**src/rtl/irq_agg_pkg.sv**
```systemverilog
package irq_agg_pkg;
  localparam int DATA_W = 32;
  localparam int ADDR_W = 4;
  localparam int IDX_W  = $clog2(DATA_W);

  localparam logic [ADDR_W-1:0] OFS_CAUSE = 4'h0;
  localparam logic [ADDR_W-1:0] OFS_MASK  = 4'h4;
  localparam logic [ADDR_W-1:0] OFS_NEXT  = 4'h8;

  typedef enum logic [1:0] {
    RD_NONE  = 2'd0,
    RD_CAUSE = 2'd1,
    RD_MASK  = 2'd2,
    RD_NEXT  = 2'd3
  } rdSel_t;

  typedef struct packed {
    logic   causeWr;
    logic   maskWr;
    rdSel_t rdSel;
  } ctrlStrobes_t;
endpackage

```
**src/rtl/irq_agg_ctrl.sv**
```systemverilog
module irq_agg_ctrl
  import irq_agg_pkg::*;
(
  input  logic              clk,
  input  logic              rstN,
  input  logic [ADDR_W-1:0] addr,
  input  logic              wrEn,
  output ctrlStrobes_t      strobes
);
  always_comb begin
    strobes = '{causeWr: 1'b0, maskWr: 1'b0, rdSel: RD_NONE};
    unique case (addr)
      OFS_CAUSE: begin
        strobes.causeWr = wrEn;
        strobes.rdSel   = RD_CAUSE;
      end
      OFS_MASK: begin
        strobes.maskWr = wrEn;
        strobes.rdSel  = RD_MASK;
      end
      OFS_NEXT: strobes.rdSel = RD_NEXT;
      default:  strobes.rdSel = RD_NONE;
    endcase
  end

  // at most one register is written per access
  assert_one_target_R2: assert property (@(posedge clk) disable iff (!rstN)
    $onehot0({strobes.causeWr, strobes.maskWr}));

  // unmapped addresses never produce a write strobe
  assert_unmapped_quiet_R8: assert property (@(posedge clk) disable iff (!rstN)
    (addr != OFS_CAUSE && addr != OFS_MASK) |-> !(strobes.causeWr || strobes.maskWr));
endmodule

```
**src/rtl/irq_agg_datapath.sv**
```systemverilog
module irq_agg_datapath
  import irq_agg_pkg::*;
(
  input  logic              clk,
  input  logic              rstN,
  input  ctrlStrobes_t      strobes,
  input  logic [DATA_W-1:0] wrData,
  input  logic [DATA_W-1:0] srcIn,
  output logic [DATA_W-1:0] rdData,
  output logic              irqOut
);
  logic [DATA_W-1:0] causeQ;
  logic [DATA_W-1:0] maskQ;
  logic [DATA_W-1:0] activeVec;
  logic [DATA_W-1:0] clearVec;
  logic [IDX_W-1:0]  nextIdx;
  logic              nextValid;
  logic [DATA_W-1:0] nextWord;
  logic [DATA_W-1:0] rdMux;

  assign clearVec  = strobes.causeWr ? wrData : '0;
  assign activeVec = causeQ & maskQ;

  always_ff @(posedge clk) begin
    if (!rstN) begin
      causeQ <= '0;
      maskQ  <= '0;
      irqOut <= 1'b0;
      rdData <= '0;
    end else begin
      causeQ <= (causeQ & ~clearVec) | srcIn;
      if (strobes.maskWr) maskQ <= wrData;
      irqOut <= |activeVec;
      rdData <= rdMux;
    end
  end

  // lowest set bit of activeVec
  always_comb begin
    nextIdx   = '0;
    nextValid = 1'b0;
    for (int i = DATA_W - 1; i >= 0; i--) begin
      if (activeVec[i]) begin
        nextIdx   = IDX_W'(i);
        nextValid = 1'b1;
      end
    end
  end

  always_comb begin
    nextWord             = '0;
    nextWord[IDX_W-1:0]  = nextIdx;
    nextWord[DATA_W-1]   = nextValid;
  end

  always_comb begin
    unique case (strobes.rdSel)
      RD_CAUSE: rdMux = causeQ;
      RD_MASK:  rdMux = maskQ;
      RD_NEXT:  rdMux = nextWord;
      default:  rdMux = '0;
    endcase
  end

  // an active source is visible in cause after the edge
  assert_src_sets_R4: assert property (@(posedge clk) disable iff (!rstN)
    (srcIn != '0) |=> ((causeQ & $past(srcIn)) == $past(srcIn)));

  // a clearing write with quiet sources leaves the written bits at zero
  assert_w1c_clears_R3: assert property (@(posedge clk) disable iff (!rstN)
    (strobes.causeWr && srcIn == '0) |=> ((causeQ & $past(wrData)) == '0));

  // mask holds its value without a mask write
  assert_mask_stable_R5: assert property (@(posedge clk) disable iff (!rstN)
    !strobes.maskWr |=> $stable(maskQ));

  // output follows pending state one cycle later
  assert_irq_rise_R6: assert property (@(posedge clk) disable iff (!rstN)
    (activeVec != '0) |=> irqOut);
  assert_irq_fall_R6: assert property (@(posedge clk) disable iff (!rstN)
    (activeVec == '0) |=> !irqOut);

  // reported index is pending and no lower source is pending
  assert_next_lowest_R7: assert property (@(posedge clk) disable iff (!rstN)
    nextValid |-> (activeVec[nextIdx] &&
                   ((activeVec & ((DATA_W'(1) << nextIdx) - DATA_W'(1))) == '0)));
  assert_next_valid_R7: assert property (@(posedge clk) disable iff (!rstN)
    nextValid == (activeVec != '0));
endmodule

```
**src/rtl/irq_agg.sv**
```systemverilog
module irq_agg
  import irq_agg_pkg::*;
(
  input  logic              clk,
  input  logic              rstN,
  input  logic [ADDR_W-1:0] addr,
  input  logic              wrEn,
  input  logic [DATA_W-1:0] wrData,
  output logic [DATA_W-1:0] rdData,
  input  logic [DATA_W-1:0] srcIn,
  output logic              irqOut
);
  ctrlStrobes_t strobes;

  irq_agg_ctrl uCtrl (
    .clk     (clk),
    .rstN    (rstN),
    .addr    (addr),
    .wrEn    (wrEn),
    .strobes (strobes)
  );

  irq_agg_datapath uDp (
    .clk     (clk),
    .rstN    (rstN),
    .strobes (strobes),
    .wrData  (wrData),
    .srcIn   (srcIn),
    .rdData  (rdData),
    .irqOut  (irqOut)
  );
endmodule

```
**config.mk**
```make
export PLATFORM = sky130hd
export DESIGN_NAME = irq_agg
export DESIGN_NICKNAME = d
export VERILOG_FILES = /design/src/rtl/irq_agg_pkg.sv /design/src/rtl/irq_agg_ctrl.sv /design/src/rtl/irq_agg_datapath.sv /design/src/rtl/irq_agg.sv
export SDC_FILE = /design/constraint.sdc
export NUM_CORES = 1
export LEC_CHECK = 0
export BUFFER_PORTS_ARGS = -buffer_cell sky130_fd_sc_hd__buf_2
export CORE_ASPECT_RATIO = 0.6
export CORE_MARGIN = 3
export CORE_UTILIZATION = 52
export DETAILED_ROUTE_END_ITERATION = 8
export GPL_TIMING_DRIVEN = 0
export PLACE_DENSITY = 0.8
export SLEW_MARGIN = 20
export SYNTH_ARGS = -nofsm -noshare
export SYNTH_HDL_FRONTEND = slang
export SYNTH_SLANG_ARGS = --single-unit
```
**constraint.sdc**
```tcl
create_clock -name clk -period 1.77 [get_ports clk]
set_clock_uncertainty 0.1 [all_clocks]
set_input_delay 0.0885 -clock clk [delete_from_list [all_inputs] [get_ports clk]]
set_output_delay 0.0885 -clock clk [all_outputs]
set_load 0.01 [all_outputs]
```
==> results of run 1 <==
-- through the flow --
stage          power (mW)  instances  worst slack [ns]
3_3_place_gp         2.65        690            0.0454
2_1_floorplan        2.50        483             0.210
5_1_grt              5.13        774           -0.0515
6_report             4.99        774            0.0522
4_1_cts              4.97        772            0.0213
3_5_place_dp         2.67        690           -0.0359
-- placed cells by master (no fill, tap or decap), types with 3 or more instances in the layout --
cell           synthesis  final
nand2_1              130    129
buf_2                  5    108
dfxtp_1               97     96
dlygate4sd3_1          0     66
a21oi_1               43     42
a22oi_1               40     37
nor2b_1               33     33
nor2_1                32     32
a21boi_1              30     30
clkbuf_1              17     18
clkbuf_16              0      9
nand3_1                7      7
a22o_1                 5      5
o21ai_0                5      5
buf_4                  3      5
and2_1                 4      4
a22oi_2                0      3
a32oi_1                3      3
bufinv_16              0      3
-- timing repair --
item,CTS,global route
resized for setup,2,9
gates cloned,0,0
pin swaps,1,6
setup endpoints to repair,1,8
buffers inserted,0,2
hold buffers,66,0
hold endpoints to repair,64,0
-- metal layers --
layer  part of all wire (%)  vias up  GRT usage, %
met5                      0        -             0
met4                    1.3        0          8.88
met3                     11       23          7.75
met2                     45      258          47.5
met1                     43     1983          40.2
li1                       -     2037             -
-- cells by family (layout without fill, tap and decap cells) --
group	after synthesis	after routing	share of synthesized area, %
AO/OA/AOI/OAI	142	142	24.1
flip-flops	97	97	48.3
AND/OR/NAND/NOR	216	216	24.5
buffers and inverters	28	215	3.05
-- critical path, cell delays in order (launching register included) --
cell       delay, ns
dfxtp_1         0.35
a22o_1          0.29
o21ai_0         0.21
a21oi_1         0.11
o2111ai_1       0.22
nand4_1         0.17
a21oi_2         0.20
-- final cells by class --
type	instances	area [um2]
Buffer	27	119
Clock buffer	11	243
Clock inverter	5	103
Fill cell	544	1650
Inverter	1	3.75
Multi-Input combinational cell	358	2000
Sequential cell	97	1940
Tap cell	104	130
Timing Repair Buffer	171	1190
-- power breakdown --
part           internal (mW)  leakage, nW  switching (mW)
clock network           1.42        0.166           0.810
registers               2.25        0.793          0.0779
logic                  0.242         1.33           0.191
-- flip-flops by register name (all words and copies together), names as in the netlist --
register	flops
uDp.causeQ	32
uDp.irqOut	1
uDp.maskQ	32
uDp.rdData	32
-- worst paths after layout --
path / endpoint / depth (start not counted) / slack (ns)
worst max register to register: uDp.rdData[1]$_SDFF_PN0_ / 6 / 0.05
worst min-delay path: uDp.rdData[31]$_SDFF_PN0_ / 4 / 0.04
worst max-delay path: uDp.rdData[1]$_SDFF_PN0_ / 6 / 0.05
worst min register to register: uDp.maskQ[17]$_SDFFE_PN0P_ / 2 / 0.37
==> flow_summary.json, run 1 <==
{
  "holdWs_ns": 0.0437,
  "clk_pin_slew_worst_paths_ns": 0.06,
  "fin_setup_tns_ns": 0,
  "hold_path_startpoint": "addr[2]",
  "ios": 104,
  "dpl.hpwl_mm": 8.86,
  "setup_viol": 0,
  "synth_top_area_cell": "dfxtp_1",
  "startpoint_type": "flip-flop",
  "drc": 0,
  "port_buffers": 103,
  "clockBufferDepth": 2,
  "postLayoutCellArea_mm2": 0.00573,
  "grt_usage_pct": 29.7,
  "antenna_cells": 0,
  "drv_cap": 0,
  "synth_cell_type_count": 38,
  "arrival_ns": 1.89,
  "syn2layout_area_growth_pct": 42.7,
  "row_count": 24,
  "r2r_start": "uDp.causeQ[28]$_SDFF_PN0_",
  "dpl_cell_area_mm2": 0.00466,
  "fmax_mhz": 582,
  "cts_sinks": 97,
  "crit_type": "flip-flop to flip-flop",
  "synth_seq_area_share_pct": 48.3,
  "vias": 4301,
  "synth.avg_cell_area_um2": 8.32,
  "routed_wl_mm": 13.0,
  "ant_nets": 0,
  "synth_edf_count": 0,
  "worstPathRequired_ns": 1.94,
  "syn_area_mm2": 0.00402,
  "crit_start": "uDp.causeQ[28]$_SDFF_PN0_",
  "grt_pass1_wl_mm": 20.5,
  "ys_top_cells_by_count": "nand2_1, dfxtp_1, a21oi_1",
  "drive_above_1_share_pct": 21.3,
  "hold_path_class": "primary input to flip-flop",
  "dominantRegCellSynth": "dfxtp_1",
  "cts_tree": "yes",
  "final_nets": 736,
  "ys_seq_elements": 97,
  "status": "finished, final reports clean",
  "async_flop_share_pct": 0,
  "worst_pin_slew_ns": 0.554,
  "core_region_area_mm2": 0.00739,
  "slew_violations": 0,
  "final_core_util_pct": 77.6,
  "syn_nets": 554,
  "antenna_found_initial": 0,
  "initial_core_util_pct": 54.4,
  "fp.dieH_um": 74.1,
  "root_buffer": "clkbuf_16",
  "ys_top_cells_by_area": "dfxtp_1, nand2_1, a22oi_1, a21boi_1, a21oi_1",
  "crit_fanout": 4,
  "htreeDepth": 3,
  "yosys_warnings": 0,
  "synth_most_common_cell": "nand2_1",
  "synth_top_cell_area_share_pct": 48.3,
  "grt_max_degree": 16,
  "layout_min_cycle_time_ns": 1.72,
  "slew_headroom_pct": 63.1,
  "hold_violations": 0,
  "cts_buffers": 9,
  "grt_pass1_vias": 4156,
  "clk_latency_ns": 0.34,
  "syn-instance-count": 483,
  "grt_overflow": 0,
  "ir_drop_mv": 0.617,
  "gp_congestion": 0.983,
  "dr.pass1.iters": 6,
  "drtIter0Drc": 367,
  "wl_per_cell_um": 16.8,
  "dieArea_mm2": 0.00885,
  "p_leak_nw": 2.29,
  "die_w_um": 119,
  "via_per_inst": 5.56,
  "crit_path_end_kind": "flip-flop",
  "fin_crit_sh_pct": 97.0,
  "power_density_mw_per_mm2": 870,
  "rsz0062_at_grt": "yes"
}
Note: power is estimated with default switching activity, not from simulation.
==> run 2, diff against run 1 <==
- ABC_AREA: unset -> 1
==> run 2 against run 1 <==
Effect of this change:
- the flow now finishes with violations (setup timing)
- core utilization grew 1.9 points
- clock-buffer cell count shrank 2
- critical endpoint is now uDp.rdData[0]$_SDFF_PN0_
- maximum frequency shrank 25%
- via count grew 7.2%
- die area shrank 2.6%
- non-clock buffer count grew 4
- largest power group unchanged
- highest routed layer unchanged
==> flow_summary.json, run 2 <==
{
  "synth_top_area_cell": "dfxtp_1",
  "final_nets": 797,
  "cts_sinks": 97,
  "total_power_mw": 4.64,
  "layout_commonest_cell": "nand2_1",
  "port_buffers": 102,
  "worstPathRequired_ns": 1.95,
  "ys_top_cells_by_area": "dfxtp_1, nand2_1, a21oi_1, nand3_1, nor2_1",
  "synth_cell_type_count": 19,
  "routed_wl_mm": 13.3,
  "crit_fanout": 2,
  "clockBufferDepth": 2,
  "failed_checks": "setup timing",
  "yosys_warnings": 0,
  "power_switching_mw": 1.19,
  "worst_pin_slew_ns": 0.683,
  "top_regs": "uDp.causeQ x32, uDp.maskQ x32, uDp.rdData x32",
  "fin_setup_tns_ns": -0.864,
  "arrival_ns": 2.48,
  "ant_nets": 0,
  "grt_overflow": 0,
  "final_cell_mix": "nand2_1, buf_2, a21oi_1",
  "place_inst": 747,
  "crit_type": "flip-flop to flip-flop",
  "drtIter0Drc": 563,
  "dpl.hpwl_mm": 8.60,
  "ir_drop_mv": 0.580,
  "die_w_um": 118,
  "synth_edf_count": 0,
  "fin_crit_sh_pct": 130,
  "vias": 4610,
  "dr.pass1.iters": 7,
  "htreeDepth": 3,
  "holdWs_ns": 0.169,
  "p_int_mw": 3.45,
  "p_seq_share_pct": 49.8,
  "synth_top_cell_area_share_pct": 49.7,
  "layout_min_cycle_time_ns": 2.30,
  "slew_violations": 0,
  "switching_share_pct": 25.7,
  "core_region_area_mm2": 0.00696,
  "syn_area_mm2": 0.00390,
  "drc": 0,
  "cts_tree": "yes",
  "dominantRegCellSynth": "dfxtp_1",
  "final-instance-count-excl-fill": 831,
  "dieArea_mm2": 0.00862,
  "multi_input_area_mm2": 0.00184,
  "status": "finished with violations",
  "root_buffer": "clkbuf_16",
  "syn_nets": 616,
  "p_leak_nw": 2.40,
  "clk_latency_ns": 0.35,
  "fin_ws_ns": -0.534,
  "grt_max_degree": 18,
  "ios": 104,
  "startpoint_type": "flip-flop",
  "synth_seq_area_share_pct": 49.7,
  "drive_above_1_share_pct": 20.7,
  "gp_congestion": 0.908,
  "power_density_mw_per_mm2": 839,
  "syn-instance-count": 545,
  "async_flop_share_pct": 0,
  "via_per_inst": 5.55,
  "fp.dieH_um": 73.1,
  "grt_usage_pct": 31.1,
  "slew_headroom_pct": 54.2,
  "drv_cap": 0,
  "ys_top_cells_by_count": "nand2_1, dfxtp_1, a21oi_1",
  "synth_most_common_cell": "nand2_1",
  "syn2layout_area_growth_pct": 41.9,
  "ys_seq_elements": 97,
  "clk_pin_slew_worst_paths_ns": 0.07,
  "grt_pass1_vias": 4281,
  "initial_core_util_pct": 56.1,
  "cp_slowest_cell": "dfxtp_2",
  "cpMostUsedCell": "nand2_1",
  "synth.avg_cell_area_um2": 7.16,
  "row_count": 23,
  "cts_buffers": 9,
  "fmax_mhz": 434,
  "slowest_delay_ns": 0.34,
  "crit_path_end_kind": "flip-flop",
  "hold_path_class": "primary input to flip-flop",
  "final.fill_count": 488,
  "rsz0062_at_grt": "yes",
  "clkPwrFrac_pct": 39.8,
  "seqCellArea_mm2": 0.00195,
  "setup_viol": 2,
  "power_frac_comb_pct": 10.4,
  "antenna_found_initial": 0,
  "hold_violations": 0,
  "antenna_cells": 0,
  "grt_pass1_wl_mm": 21.1,
  "wl_per_cell_um": 16.0
}
run 2: cell count changes after synthesis, moves of 8 or more:
cell and change:
nor2b_1 -33, a21oi_1 +51, nand2_1 +33, nand2_2 +9
a21boi_1 -30, clkbuf_1 +10, a22oi_1 -40, nor2_1 +27
nand3_1 +55, inv_1 +8
run 2: path summary, 6_finish.rpt:
check	startpoint	to	slack [ns]	cells after the start
worst min-delay path	addr[2]	uDp.rdData[0]$_SDFF_PN0_	0.17	6
worst max register to register	uDp.causeQ[31]$_SDFF_PN0_	uDp.rdData[0]$_SDFF_PN0_	-0.53	34
worst max-delay path	uDp.causeQ[31]$_SDFF_PN0_	uDp.rdData[0]$_SDFF_PN0_	-0.53	34
worst min register to register	uDp.maskQ[1]$_SDFFE_PN0P_	uDp.maskQ[1]$_SDFFE_PN0P_	0.38	2
run 2: timing repair:
action,in CTS,in global routing
endpoints found under the hold margin,64,0
setup buffers,3,0
pin swaps,0,1
setup endpoints to repair,45,50
gates resized for setup,8,12
hold buffers,65,0
run 2: cell families (layout without fill, tap and decap cells):
| family | count (synthesis) | in the layout | share of synthesized area [%] |
|---|---|---|---|
| and+or+nand+nor | 299 | 299 | 31.9 |
| AOI/OAI and AO/OA | 107 | 107 | 14.4 |
| DFF | 97 | 97 | 49.7 |
| buffers and inverters | 42 | 228 | 4.04 |
run 2: area by class of cell:
class / count / area share [%]
Inverter: 10 / 0.678
Sequential cell: 97 / 35.2
Buffer: 32 / 2.28
Tap cell: 100 / 2.26
Clock buffer: 9 / 4.07
Clock inverter: 7 / 0.949
Multi-Input combinational cell: 406 / 33.2
Timing Repair Buffer: 170 / 21.4
run 2: power groups by stage:
stage	sequential, mW	clock, mW	combinational [mW]
after floorplan	2.35	0	0.170
after global placement	2.36	0	0.329
after detailed placement	2.36	0	0.339
after CTS	2.31	1.84	0.457
after global routing	2.32	1.94	0.525
final	2.31	1.85	0.483
run 2: metal layers:
| layer | GRT usage (%) | share of wire (%) |
|---|---|---|
| met1 | 41.8 | 42 |
| met2 | 49.7 | 45 |
| met3 | 7.75 | 12 |
| met4 | 10.4 | 1.7 |
| met5 | 0 | 0 |
run 2: metrics by stage:
step	cell area, um2	setup WS (ns)	util [%]
detailed placement	4540	-0.499	65.2
floorplan	3910	-0.216	-
global route	5540	-0.889	79.5
finish	5540	-0.534	79.5
CTS	5520	-0.469	79.2
global placement	4540	-0.477	65.2
run 2: critical path: cells and delay by family (launching register included):
| kind | cells | cell delay, ns |
|---|---|---|
| AOI/OAI and AO/OA | 1 | 0.11 |
| DFF | 1 | 0.34 |
| buffers and inverters | 1 | 0.04 |
| and+or+nand+nor | 32 | 1.64 |
==> run 3, diff against run 2 <==
- CELL_PAD_IN_SITES_DETAIL_PLACEMENT: unset -> 1
- CELL_PAD_IN_SITES_GLOBAL_PLACEMENT: unset -> 1
- CORE_UTILIZATION: 52 -> 37
==> run 3 against run 2 <==
Effect of this change:
- critical endpoint unchanged
- setup slack worse by 0.020 ns
- sequential power about the same
- non-clock buffer count increased by 1
- the run still ends with setup timing left
- flip-flop and latch count unchanged
- global-route usage decreased by 5.2 points
==> flow_summary.json, run 3 (synthesis gave the netlist of run 2 again) <==
{
  "vias": 4539,
  "setup_viol": 8,
  "gp_congestion": 0.853,
  "crit_path_end_kind": "flip-flop",
  "p_leak_nw": 2.42,
  "cts_sinks": 97,
  "worstPathRequired_ns": 1.94,
  "antenna_found_initial": 0,
  "top_regs": "uDp.causeQ x32, uDp.maskQ x32, uDp.rdData x32",
  "startpoint_type": "flip-flop",
  "critPathBufInv": 1,
  "port_buffers": 102,
  "fin_setup_tns_ns": -1.03,
  "critPathTopFamily": "simple AND/OR/NAND/NOR gates",
  "p_seq_share_pct": 47.7,
  "dpl.hpwl_mm": 10.3,
  "clk_pin_slew_worst_paths_ns": 0.06,
  "grt_max_degree": 15,
  "fin_ws_ns": -0.553,
  "drv_cap": 0,
  "dr.pass1.iters": 5,
  "status": "finished with violations",
  "fin_crit_sh_pct": 131,
  "row_count": 28,
  "slew_headroom_pct": 49.2,
  "failed_checks": "setup timing",
  "ir_drop_mv": 0.514,
  "fmax_mhz": 430,
  "power_frac_comb_pct": 10.2,
  "fp.dieH_um": 85.6,
  "final_cell_mix": "nand2_1, buf_2, a21oi_1",
  "dieArea_mm2": 0.0119,
  "drive_above_1_share_pct": 21.8,
  "total_power_mw": 4.87,
  "root_buffer": "clkbuf_16",
  "drtIter0Drc": 223,
  "slowest_delay_ns": 0.34,
  "drc": 0,
  "cts_buffers": 9,
  "power_switching_mw": 1.14,
  "clkPwrFrac_pct": 42.2,
  "cp_slowest_cell": "dfxtp_2",
  "grt_pass1_wl_mm": 24.3,
  "layout_commonest_cell": "nand2_1",
  "crit_fanout": 2,
  "postLayoutCellArea_mm2": 0.00566,
  "grt_overflow": 0,
  "hold_violations": 0,
  "worst_pin_slew_ns": 0.758,
  "wl_per_cell_um": 17.6,
  "dp_slack_ns": -0.612,
  "arrival_ns": 2.50,
  "grt_pass1_vias": 4775,
  "cpMostUsedCell": "nand2_1",
  "core_region_area_mm2": 0.0101,
  "routed_wl_mm": 15.3,
  "initial_core_util_pct": 38.8,
  "final.fill_count": 1302,
  "crit_type": "flip-flop to flip-flop",
  "dpl_cell_area_mm2": 0.00459,
  "ios": 104,
  "die_w_um": 139,
  "p_int_mw": 3.73,
  "clk_latency_ns": 0.35,
  "switching_share_pct": 23.5,
  "slew_violations": 0,
  "hold_path_class": "primary input to flip-flop",
  "htreeDepth": 3,
  "syn2layout_area_growth_pct": 45.1,
  "rsz0062_at_grt": "yes",
  "power_density_mw_per_mm2": 860,
  "clockBufferDepth": 2,
  "cts_tree": "yes",
  "layout_min_cycle_time_ns": 2.32,
  "grt_usage_pct": 25.9,
  "ant_nets": 0,
  "via_per_inst": 5.24,
  "final_nets": 798
}
## run 3: changes by cell type in the layout (fill, tap and decap cells not counted), moves of 4 or more
cell,change
clkbuf_8,+4
nor2_2,+4
nand2_2,+4
clkbuf_2,-4
inv_6,-4
nor2_1,-4
nand2_1,-4
## run 3: worst register-to-register path: cells and delay by family, from the launching register on
kind | cells | cell delay, ns
AND/OR/NAND/NOR | 32 | 1.64
flip-flops | 1 | 0.34
AO/OA/AOI/OAI | 1 | 0.12
buffers and inverters | 1 | 0.05
## run 3: area by class of cell
class | count | area (um2) | share of cell area [%]
clock inverter | 2 | 35.0 | 0.619
clock buffer | 13 | 280 | 4.95
sequential | 97 | 1950 | 34.5
antenna | 1 | 2.50 | 0.0442
inverter | 10 | 37.5 | 0.663
timing repair buffer | 171 | 1190 | 21.0
tap | 135 | 169 | 2.98
buffer | 32 | 121 | 2.14
multi-input combinational | 406 | 1870 | 33.1
## run 3: worst paths after layout
check | from | endpoint | slack (ns) | cells past startpoint
hold / removal | addr[2] | uDp.rdData[0]$_SDFF_PN0_ | 0.21 | 6
hold reg to reg | uDp.maskQ[9]$_SDFFE_PN0P_ | uDp.rdData[9]$_SDFF_PN0_ | 0.38 | 2
setup / recovery | uDp.causeQ[31]$_SDFF_PN0_ | uDp.rdData[0]$_SDFF_PN0_ | -0.55 | 34
setup reg to reg | uDp.causeQ[31]$_SDFF_PN0_ | uDp.rdData[0]$_SDFF_PN0_ | -0.55 | 34
## run 3: metrics by stage
step / hold WS, ns / util (%) / std cells
floorplan: 0.106 / - / 545
global placement: 0.193 / 45.6 / 782
detailed placement: 0.201 / 45.6 / 782
CTS: 0.143 / 55.6 / 865
global route: 0.246 / 56.3 / 866
finish: 0.210 / 56.3 / 867
## run 3: routing by layer
metal  global-route usage [%]  up-vias  routed length (um)
li1                         -     2162                   -
met1                     33.3     2203                7020
met2                     43.8      157                7160
met3                     7.02       17                 978
met4                     6.55        0                 140
met5                        0        -                   0
## run 3: power by group through the flow
stage / clock (mW) / sequential (mW) / combinational, mW
2_1_floorplan: 0 / 2.35 / 0.170
3_3_place_gp: 0 / 2.36 / 0.338
3_5_place_dp: 0 / 2.36 / 0.353
4_1_cts: 2.09 / 2.32 / 0.473
5_1_grt: 2.19 / 2.33 / 0.546
6_report: 2.05 / 2.32 / 0.495
## run 3: timing repair
action,CTS,global route
endpoints found under the setup margin,93,96
buffers inserted,3,1
resized for setup,10,15
pin swaps,0,2
hold endpoints to repair,64,0
hold buffers,65,0
gates cloned,0,0
